`src/rtl/asram_pkg.sv`:
```
package asram_pkg;

  typedef enum logic [2:0] {
    PH_IDLE   = 3'd0,
    PH_WPULSE = 3'd1,
    PH_WREC   = 3'd2,
    PH_RGAP   = 3'd3,
    PH_RACC   = 3'd4,
    PH_REND   = 3'd5
  } phase_e;

  // active-high internal pin intents, inverted at the pins where needed
  typedef struct packed {
    logic sel;
    logic we;
    logic oe;
    logic lanes;
    logic drive;
  } pin_ctl_t;

  function automatic int ns_to_cyc(input int ns, input int period_ns);
    int c;
    c = (ns + period_ns - 1) / period_ns;
    if (c < 1) c = 1;
    return c;
  endfunction

  function automatic int imax(input int a, input int b);
    return (a > b) ? a : b;
  endfunction

  function automatic pin_ctl_t phase_pins(input phase_e ph);
    pin_ctl_t p;
    p = '0;
    unique case (ph)
      PH_WPULSE: begin p.sel = 1'b1; p.we = 1'b1; p.lanes = 1'b1; p.drive = 1'b1; end
      PH_WREC:   begin p.drive = 1'b1; end
      PH_RGAP:   begin p.sel = 1'b1; p.lanes = 1'b1; end
      PH_RACC:   begin p.sel = 1'b1; p.oe = 1'b1; p.lanes = 1'b1; end
      default:   p = '0;
    endcase
    return p;
  endfunction

endpackage

```
`src/rtl/asram_phase_timer.sv`:
```
module asram_phase_timer #(
  parameter int CNT_W = 2
) (
  input  logic             clk,
  input  logic             rst_n,
  input  logic             load,
  input  logic [CNT_W-1:0] load_val,
  output logic             last
);

  logic [CNT_W-1:0] cnt_q;

  always_ff @(posedge clk or negedge rst_n) begin
    if (!rst_n)              cnt_q <= '0;
    else if (load)           cnt_q <= load_val;
    else if (cnt_q != '0)    cnt_q <= cnt_q - 1'b1;
  end

  assign last = (cnt_q == CNT_W'(1));

  // every phase lasts at least one cycle
  p_phase_len_nonzero_r6: assert property (@(posedge clk) disable iff (!rst_n)
    load |-> (load_val != '0));

endmodule

```
`src/rtl/asram_byte_lanes.sv`:
```
module asram_byte_lanes #(
  parameter int LANES  = 2,
  parameter int LANE_W = 8,
  localparam int DATA_W = LANES * LANE_W
) (
  input  logic              clk,
  input  logic              rst_n,
  input  logic              strobe_on_d,
  input  logic [LANES-1:0]  be_d,
  input  logic              capture,
  input  logic [DATA_W-1:0] dq_i,
  output logic [LANES-1:0]  strobe_n,
  output logic [DATA_W-1:0] rdata
);

  logic [LANES-1:0] be_q;

  always_ff @(posedge clk or negedge rst_n) begin
    if (!rst_n) be_q <= '0;
    else        be_q <= be_d;
  end

  for (genvar g = 0; g < LANES; g++) begin : g_lane
    logic              stb_n_q;
    logic [LANE_W-1:0] byte_q;

    always_ff @(posedge clk or negedge rst_n) begin
      if (!rst_n) stb_n_q <= 1'b1;
      else        stb_n_q <= !(strobe_on_d && be_d[g]);
    end

    always_ff @(posedge clk or negedge rst_n) begin
      if (!rst_n)       byte_q <= '0;
      else if (capture) byte_q <= be_q[g] ? dq_i[g*LANE_W +: LANE_W] : '0;
    end

    assign strobe_n[g]                 = stb_n_q;
    assign rdata[g*LANE_W +: LANE_W]   = byte_q;
  end

endmodule

```
`src/rtl/asram_dq_drive.sv`:
```
module asram_dq_drive #(
  parameter int DATA_W = 16
) (
  input  logic              clk,
  input  logic              rst_n,
  input  logic              load,
  input  logic [DATA_W-1:0] wdata,
  input  logic              drive_d,
  output logic [DATA_W-1:0] dq_o,
  output logic              dq_oe
);

  always_ff @(posedge clk or negedge rst_n) begin
    if (!rst_n) begin
      dq_o  <= '0;
      dq_oe <= 1'b0;
    end else begin
      if (load) dq_o <= wdata;
      dq_oe <= drive_d;
    end
  end

  // write data must not move while it is on the bus
  p_dq_stable_r3: assert property (@(posedge clk) disable iff (!rst_n)
    (dq_oe && $past(dq_oe)) |-> $stable(dq_o));

endmodule

```
`src/rtl/asram_ctrl.sv`:
```
module asram_ctrl
  import asram_pkg::*;
#(
  parameter int ADDR_W   = 20,
  parameter int LANES    = 2,
  parameter int LANE_W   = 8,
  parameter int CLK_NS   = 20,
  parameter int T_WC_NS  = 55,
  parameter int T_WP_NS  = 40,
  parameter int T_DS_NS  = 25,
  parameter int T_AW_NS  = 40,
  parameter int T_AA_NS  = 55,
  parameter int T_OE_NS  = 25,
  localparam int DATA_W  = LANES * LANE_W
) (
  input  logic              clk,
  input  logic              rst_n,
  input  logic              req_valid,
  output logic              req_ready,
  input  logic              req_write,
  input  logic [ADDR_W-1:0] req_addr,
  input  logic [DATA_W-1:0] req_wdata,
  input  logic [LANES-1:0]  req_be,
  output logic              rsp_valid,
  output logic [DATA_W-1:0] rsp_rdata,
  output logic              mem_cs_n,
  output logic              mem_cs2,
  output logic              mem_we_n,
  output logic              mem_oe_n,
  output logic [LANES-1:0]  mem_lane_n,
  output logic [ADDR_W-1:0] mem_addr,
  output logic [DATA_W-1:0] mem_dq_o,
  output logic              mem_dq_oe,
  input  logic [DATA_W-1:0] mem_dq_i
);

  // phase lengths in clock cycles
  localparam int N_WP   = imax(imax(ns_to_cyc(T_WP_NS, CLK_NS), ns_to_cyc(T_DS_NS, CLK_NS)),
                               ns_to_cyc(T_AW_NS, CLK_NS));
  localparam int N_WC   = ns_to_cyc(T_WC_NS, CLK_NS);
  localparam int N_WREC = imax(N_WC - N_WP, 1);
  localparam int N_RD   = imax(imax(ns_to_cyc(T_AA_NS, CLK_NS) - 1, ns_to_cyc(T_OE_NS, CLK_NS)), 1);
  localparam int N_MAX  = imax(imax(N_WP, N_WREC), N_RD);
  localparam int CNT_W  = $clog2(N_MAX + 1);

  phase_e            ph_q, ph_d;
  logic              tmr_load;
  logic [CNT_W-1:0]  tmr_val;
  logic              ph_last;
  logic              accept;
  logic              capture;
  logic [ADDR_W-1:0] addr_q;
  logic [LANES-1:0]  be_q;
  logic [LANES-1:0]  be_d;
  pin_ctl_t          ctl_d, ctl_q;
  logic              rsp_valid_q;

  assign req_ready = (ph_q == PH_IDLE);
  assign accept    = req_valid && req_ready;
  assign capture   = (ph_q == PH_RACC) && ph_last;

  // phase sequencing
  always_comb begin
    ph_d     = ph_q;
    tmr_load = 1'b0;
    tmr_val  = '0;
    unique case (ph_q)
      PH_IDLE: if (req_valid) begin
        tmr_load = 1'b1;
        if (req_write) begin
          ph_d    = PH_WPULSE;
          tmr_val = CNT_W'(N_WP);
        end else begin
          ph_d    = PH_RGAP;
          tmr_val = CNT_W'(1);
        end
      end
      PH_WPULSE: if (ph_last) begin
        ph_d     = PH_WREC;
        tmr_load = 1'b1;
        tmr_val  = CNT_W'(N_WREC);
      end
      PH_WREC: if (ph_last) ph_d = PH_IDLE;
      PH_RGAP: if (ph_last) begin
        ph_d     = PH_RACC;
        tmr_load = 1'b1;
        tmr_val  = CNT_W'(N_RD);
      end
      PH_RACC: if (ph_last) begin
        ph_d     = PH_REND;
        tmr_load = 1'b1;
        tmr_val  = CNT_W'(1);
      end
      PH_REND: if (ph_last) ph_d = PH_IDLE;
      default: ph_d = PH_IDLE;
    endcase
  end

  always_ff @(posedge clk or negedge rst_n) begin
    if (!rst_n) ph_q <= PH_IDLE;
    else        ph_q <= ph_d;
  end

  asram_phase_timer #(.CNT_W(CNT_W)) u_timer (
    .clk      (clk),
    .rst_n    (rst_n),
    .load     (tmr_load),
    .load_val (tmr_val),
    .last     (ph_last)
  );

  // request capture
  always_ff @(posedge clk or negedge rst_n) begin
    if (!rst_n) begin
      addr_q <= '0;
      be_q   <= '0;
    end else if (accept) begin
      addr_q <= req_addr;
      be_q   <= req_be;
    end
  end

  assign be_d = accept ? req_be : be_q;

  // registered pin controls, glitch-free at the memory
  assign ctl_d = phase_pins(ph_d);

  always_ff @(posedge clk or negedge rst_n) begin
    if (!rst_n) ctl_q <= '0;
    else        ctl_q <= ctl_d;
  end

  assign mem_cs_n = !ctl_q.sel;
  assign mem_cs2  = ctl_q.sel;
  assign mem_we_n = !ctl_q.we;
  assign mem_oe_n = !ctl_q.oe;
  assign mem_addr = addr_q;

  asram_byte_lanes #(.LANES(LANES), .LANE_W(LANE_W)) u_lanes (
    .clk         (clk),
    .rst_n       (rst_n),
    .strobe_on_d (ctl_d.lanes),
    .be_d        (be_d),
    .capture     (capture),
    .dq_i        (mem_dq_i),
    .strobe_n    (mem_lane_n),
    .rdata       (rsp_rdata)
  );

  asram_dq_drive #(.DATA_W(DATA_W)) u_dq (
    .clk     (clk),
    .rst_n   (rst_n),
    .load    (accept && req_write),
    .wdata   (req_wdata),
    .drive_d (ctl_d.drive),
    .dq_o    (mem_dq_o),
    .dq_oe   (mem_dq_oe)
  );

  always_ff @(posedge clk or negedge rst_n) begin
    if (!rst_n) rsp_valid_q <= 1'b0;
    else        rsp_valid_q <= capture;
  end

  assign rsp_valid = rsp_valid_q;

  // ---------------- checks ----------------
  int we_run;
  always_ff @(posedge clk or negedge rst_n) begin
    if (!rst_n)         we_run <= 0;
    else if (!mem_we_n) we_run <= we_run + 1;
    else                we_run <= 0;
  end

  p_idle_deselect_r1: assert property (@(posedge clk) disable iff (!rst_n)
    req_ready |-> (mem_cs_n && !mem_cs2 && mem_we_n && mem_oe_n && !mem_dq_oe));

  p_busy_no_ready_r2: assert property (@(posedge clk) disable iff (!rst_n)
    (!mem_cs_n || mem_dq_oe || rsp_valid) |-> !req_ready);

  p_we_width_r3: assert property (@(posedge clk) disable iff (!rst_n)
    $rose(mem_we_n) |-> (we_run == N_WP));

  p_oe_off_in_write_r3: assert property (@(posedge clk) disable iff (!rst_n)
    !mem_we_n |-> (mem_oe_n && mem_dq_oe && !mem_cs_n));

  p_rsp_pulse_r7: assert property (@(posedge clk) disable iff (!rst_n)
    rsp_valid |=> !rsp_valid);

  p_no_contend_r8: assert property (@(posedge clk) disable iff (!rst_n)
    mem_dq_oe |-> mem_oe_n);

  p_gap_before_oe_r8: assert property (@(posedge clk) disable iff (!rst_n)
    $fell(mem_oe_n) |-> !$past(mem_dq_oe));

endmodule

```
`config.mk`:
```
export PLATFORM = sky130hd
export DESIGN_NAME = asram_ctrl
export DESIGN_NICKNAME = d
export VERILOG_FILES = /design/src/rtl/asram_pkg.sv /design/src/rtl/asram_phase_timer.sv /design/src/rtl/asram_byte_lanes.sv /design/src/rtl/asram_dq_drive.sv /design/src/rtl/asram_ctrl.sv
export SDC_FILE = /design/constraint.sdc
export NUM_CORES = 1
export LEC_CHECK = 0
export BUFFER_PORTS_ARGS = -buffer_cell sky130_fd_sc_hd__buf_2
export CAP_MARGIN = 20
export CORE_MARGIN = 5
export CORE_UTILIZATION = 40
export DETAILED_ROUTE_END_ITERATION = 6
export GPL_ROUTABILITY_DRIVEN = 0
export PLACE_DENSITY = 0.65
export REMOVE_ABC_BUFFERS = 1
export SYNTH_ARGS = -nofsm -noshare
export SYNTH_HDL_FRONTEND = slang
export SYNTH_SLANG_ARGS = --single-unit
export TNS_END_PERCENT = 20
```
`constraint.sdc`:
```
create_clock -name clk -period 5 [get_ports clk]
set_input_delay 0.5 -clock clk [delete_from_list [all_inputs] [get_ports clk]]
set_output_delay 0.5 -clock clk [all_outputs]
set_load 0.005 [all_outputs]
```
==> results.yml <==
run_status:
  run_status: "completed"
synth:
  yosys.area.top_type_share_pct: 58.9
  ys_dominant_reg_cell: "dfrtp_1"
  synth-seq-cells: 66
  avgSynthCellArea_um2: 12.6
  yosysMostFrequentCell: "dfrtp_1"
  yosysSeqAreaShare_pct: 60.9
  yosysWarnings: 0
  synth_cell_types: 34
  yosys.area.top_type: "dfrtp_1"
  post_synth_instance_area_um2: 2720
  synth_cells: 215
  number_of_flops_mapped_to_enable_cells_by_yosys: 0
  share_of_flip_flops_with_an_asynchronous_set_or_reset_pct: 100
  netlist_top_cells_count: "dfrtp_1, nand2_1, mux2_2"
  synth.area.top_cells: "dfrtp_1, mux2_2, mux2_4"
clocking:
  hold_bufs_at_cts: 0
  clock_sinks: 66
  cts.reportedPaths.clkPinSlew_ns: 0.08
  cts.path.max_buffers: 2
  clock-root-buffer: "clkbuf_8"
  cts_made_buffers: 9
  worstSkewPairLatency_ns: 0.34
  cts_resized: 0
  post_cts_setup_repair_bufs: 0
  htree_levels: 3
  clock_tree_from_tritoncts: "done"
place:
  hpwlAfterDp_mm: 4.32
  port_buffer_count: 118
  place_worst_setup_slack_ns: 2.97
drt:
  first_iter_violations: 89
  detail_route.vias_per_cell: 4.76
  drtAntennaViolNets: 0
  drt_first_pass_iters: 4
  vias: 1980
  finalWirelength_mm: 6.01
  detail_route.drc_violations: 0
  avgRoutedWirePerCell_um: 14.5
die:
  die_footprint_um2: 8540
  number_of_top_level_pins: 119
  dieHeight_um: 92.4
  fp-row-count: 30
  core-area_um2: 6720
  floorplan.initialDensity_pct: 40.4
  die_w_um: 92.4
global_route:
  gr_util_all_layers_pct: 14.5
  number_of_antenna_violations_at_the_first_check_in_global_routing: 0
  grt_max_degree: 67
  globalRouteOverflowTotal: 0
  first_global_vias: 2126
  grt_pass1_wl_mm: 9.87
pwr:
  clkPwrFrac_pct: 24.6
  worst_ir_drop_vdd_mv: 0.239
  finalPower_mw: 2.25
  p_seq_share_pct: 41.9
  share_comb_of_total_power_pct: 33.6
  static-leakage-power_nw: 1.85
  p_sw_mw: 0.695
  intPower_mw: 1.55
  power-per-cell-area_nw_per_um2: 623
  switching_share_pct: 31.0
finish:
  final.fill_count: 600
  finalCoreUtilization_pct: 53.7
  antenna-diode-count: 0
  design.final.nets: 391
  post_route_cells_drive_above_1_share_pct: 53.6
  layout_overhead_on_the_synthesized_area_pct: 32.7
timing:
  final.setup.tns_ns: 0
  hold-worst-slack_ns: 0.322
  timing_hold_violations_final: 0
  grt_setup_unrepaired: "no"
  report.final.setup_viol: 0
  max_clock_freq_ghz: 0.499
  slew-limit-headroom_pct: 45.4
  timing.final.ws_setup_ns: 3.00
  final_cycle_share_pct: 40.1
  timing.final.max_slew_violations: 0
  worst-slew-pin-transition_ns: 0.819
  finalWorstPathRequiredPeriod_ns: 2.00
  clock_skew_ns: 0.0107
worst_setup_path:
  critical_path_peak_fanout: 20
  timing.critical_path.slowest_cell_delay_ns: 0.57
  critPathSlowestCell: "nand4bb_1"
  timing_worst_setup_path_type: "reg2reg"
  critical_path_required_ns: 5.25
  cp_cell_sequence: "inv_1, ha_1, nand4bb_1, buf_8, o21ai_0"
  critPathCaptureType: "flop"
  cp.arrival_ns: 2.26
  element_type_at_the_critical_path_start: "flop"
worst_hold_path:
  class_of_the_most_critical_hold_timing_path: "in2async"
flow_run:
  max-cap-violations: 0
## path summary, 6_finish.rpt
path	cells after the start	slack [ns]	endpoint	start
max	5	3.00	u_lanes.g_lane[1].byte_q[6]	u_timer.cnt_q[1]
min	2	0.32	u_lanes.g_lane[0].byte_q[5]	rst_n
max reg2reg	5	3.00	u_lanes.g_lane[1].byte_q[6]	u_timer.cnt_q[1]
min reg2reg	2	0.48	u_lanes.g_lane[1].byte_q[3]	u_lanes.g_lane[1].byte_q[3]
max in group asynchronous	2	4.11	u_dq.dq_o[1]	rst_n
min in group clk	2	0.39	u_dq.dq_o[11]	req_wdata[11]
## cell families after synthesis
| logic type | Yosys count | share of synthesized area, % |
|---|---|---|
| DFF | 66 | 60.9 |
| xor gates and xnor gates | 1 | 0.322 |
| muxes | 38 | 17.1 |
| adders and majority gates | 2 | 0.921 |
| buffers and inverters | 23 | 3.87 |
| and+or+nand+nor | 52 | 9.58 |
| AOI/OAI and AO/OA | 33 | 7.32 |
## registers in the layout, summed over array words and instances, names as in the netlist
register / flops
ctl_q: 2
rsp_valid: 1
u_dq.dq_o: 16
be_q: 2
u_lanes.g_lane.byte_q: 16
u_timer.cnt_q: 2
mem_addr: 20
u_dq.dq_oe: 1
ph_q: 3
mem_cs2: 1
u_lanes.g_lane.stb_n_q: 2
## per-stage QoR
step,instances,cell area [µm²]
floorplan,199,2640
global placement,399,3340
detailed placement,400,3360
CTS,416,3610
global route,416,3610
finish,416,3610
## power groups by stage
| stage | Clock [mW] | Sequential, mW | Combinational [mW] |
|---|---|---|---|
| after floorplan | 0 | 0.950 | 0.408 |
| after global placement | 0 | 0.941 | 0.744 |
| after detailed placement | 0 | 0.948 | 0.767 |
| after CTS | 0.566 | 0.940 | 0.771 |
| after global routing | 0.593 | 0.977 | 0.841 |
| final | 0.552 | 0.940 | 0.754 |
## area by class of cell
class | count | area (µm²) | share of cell area, %
Inverter | 7 | 26.3 | 0.728
Sequential cell | 66 | 1650 | 45.9
Multi-Input combinational cell | 126 | 958 | 26.6
Clock inverter | 7 | 124 | 3.43
Clock buffer | 9 | 124 | 3.43
Timing Repair Buffer | 121 | 621 | 17.2
Tap cell | 80 | 100 | 2.77
## cell usage in the layout, fill, tap and decap left out, types with 2 or more instances in the layout
cell,count
o31a_1,2
o21ai_0,19
nor2_1,2
o22ai_1,2
nand3b_1,2
mux2_2,28
bufinv_16,3
nor3_1,2
inv_1,7
dfrtp_1,64
buf_4,2
inv_6,3
ha_1,2
mux2_4,10
dfstp_2,2
nand2b_1,3
nand2_1,35
clkbuf_8,9
o21a_1,3
buf_2,118
a21oi_1,2
## metal layers
| metal | vias up | wire length [µm] | track usage (%) |
|---|---|---|---|
| li1 | 960 | - | - |
| met1 | 924 | 2600 | 17.8 |
| met2 | 86 | 2700 | 21.9 |
| met3 | 10 | 618 | 6.09 |
| met4 | 0 | 90 | 6.93 |
| met5 | - | 0 | 0 |
## worst max-delay path, delay by kind of cell (launching register included)
family                     cells  cell delay, ns
AOI/OAI and AO/OA              1            0.18
buffers and inverters          2            0.45
adders and majority gates      1            0.34
DFF                            1            0.38
and+or+nand+nor                1            0.57
Note: power is estimated with default switching activity, not from simulation.
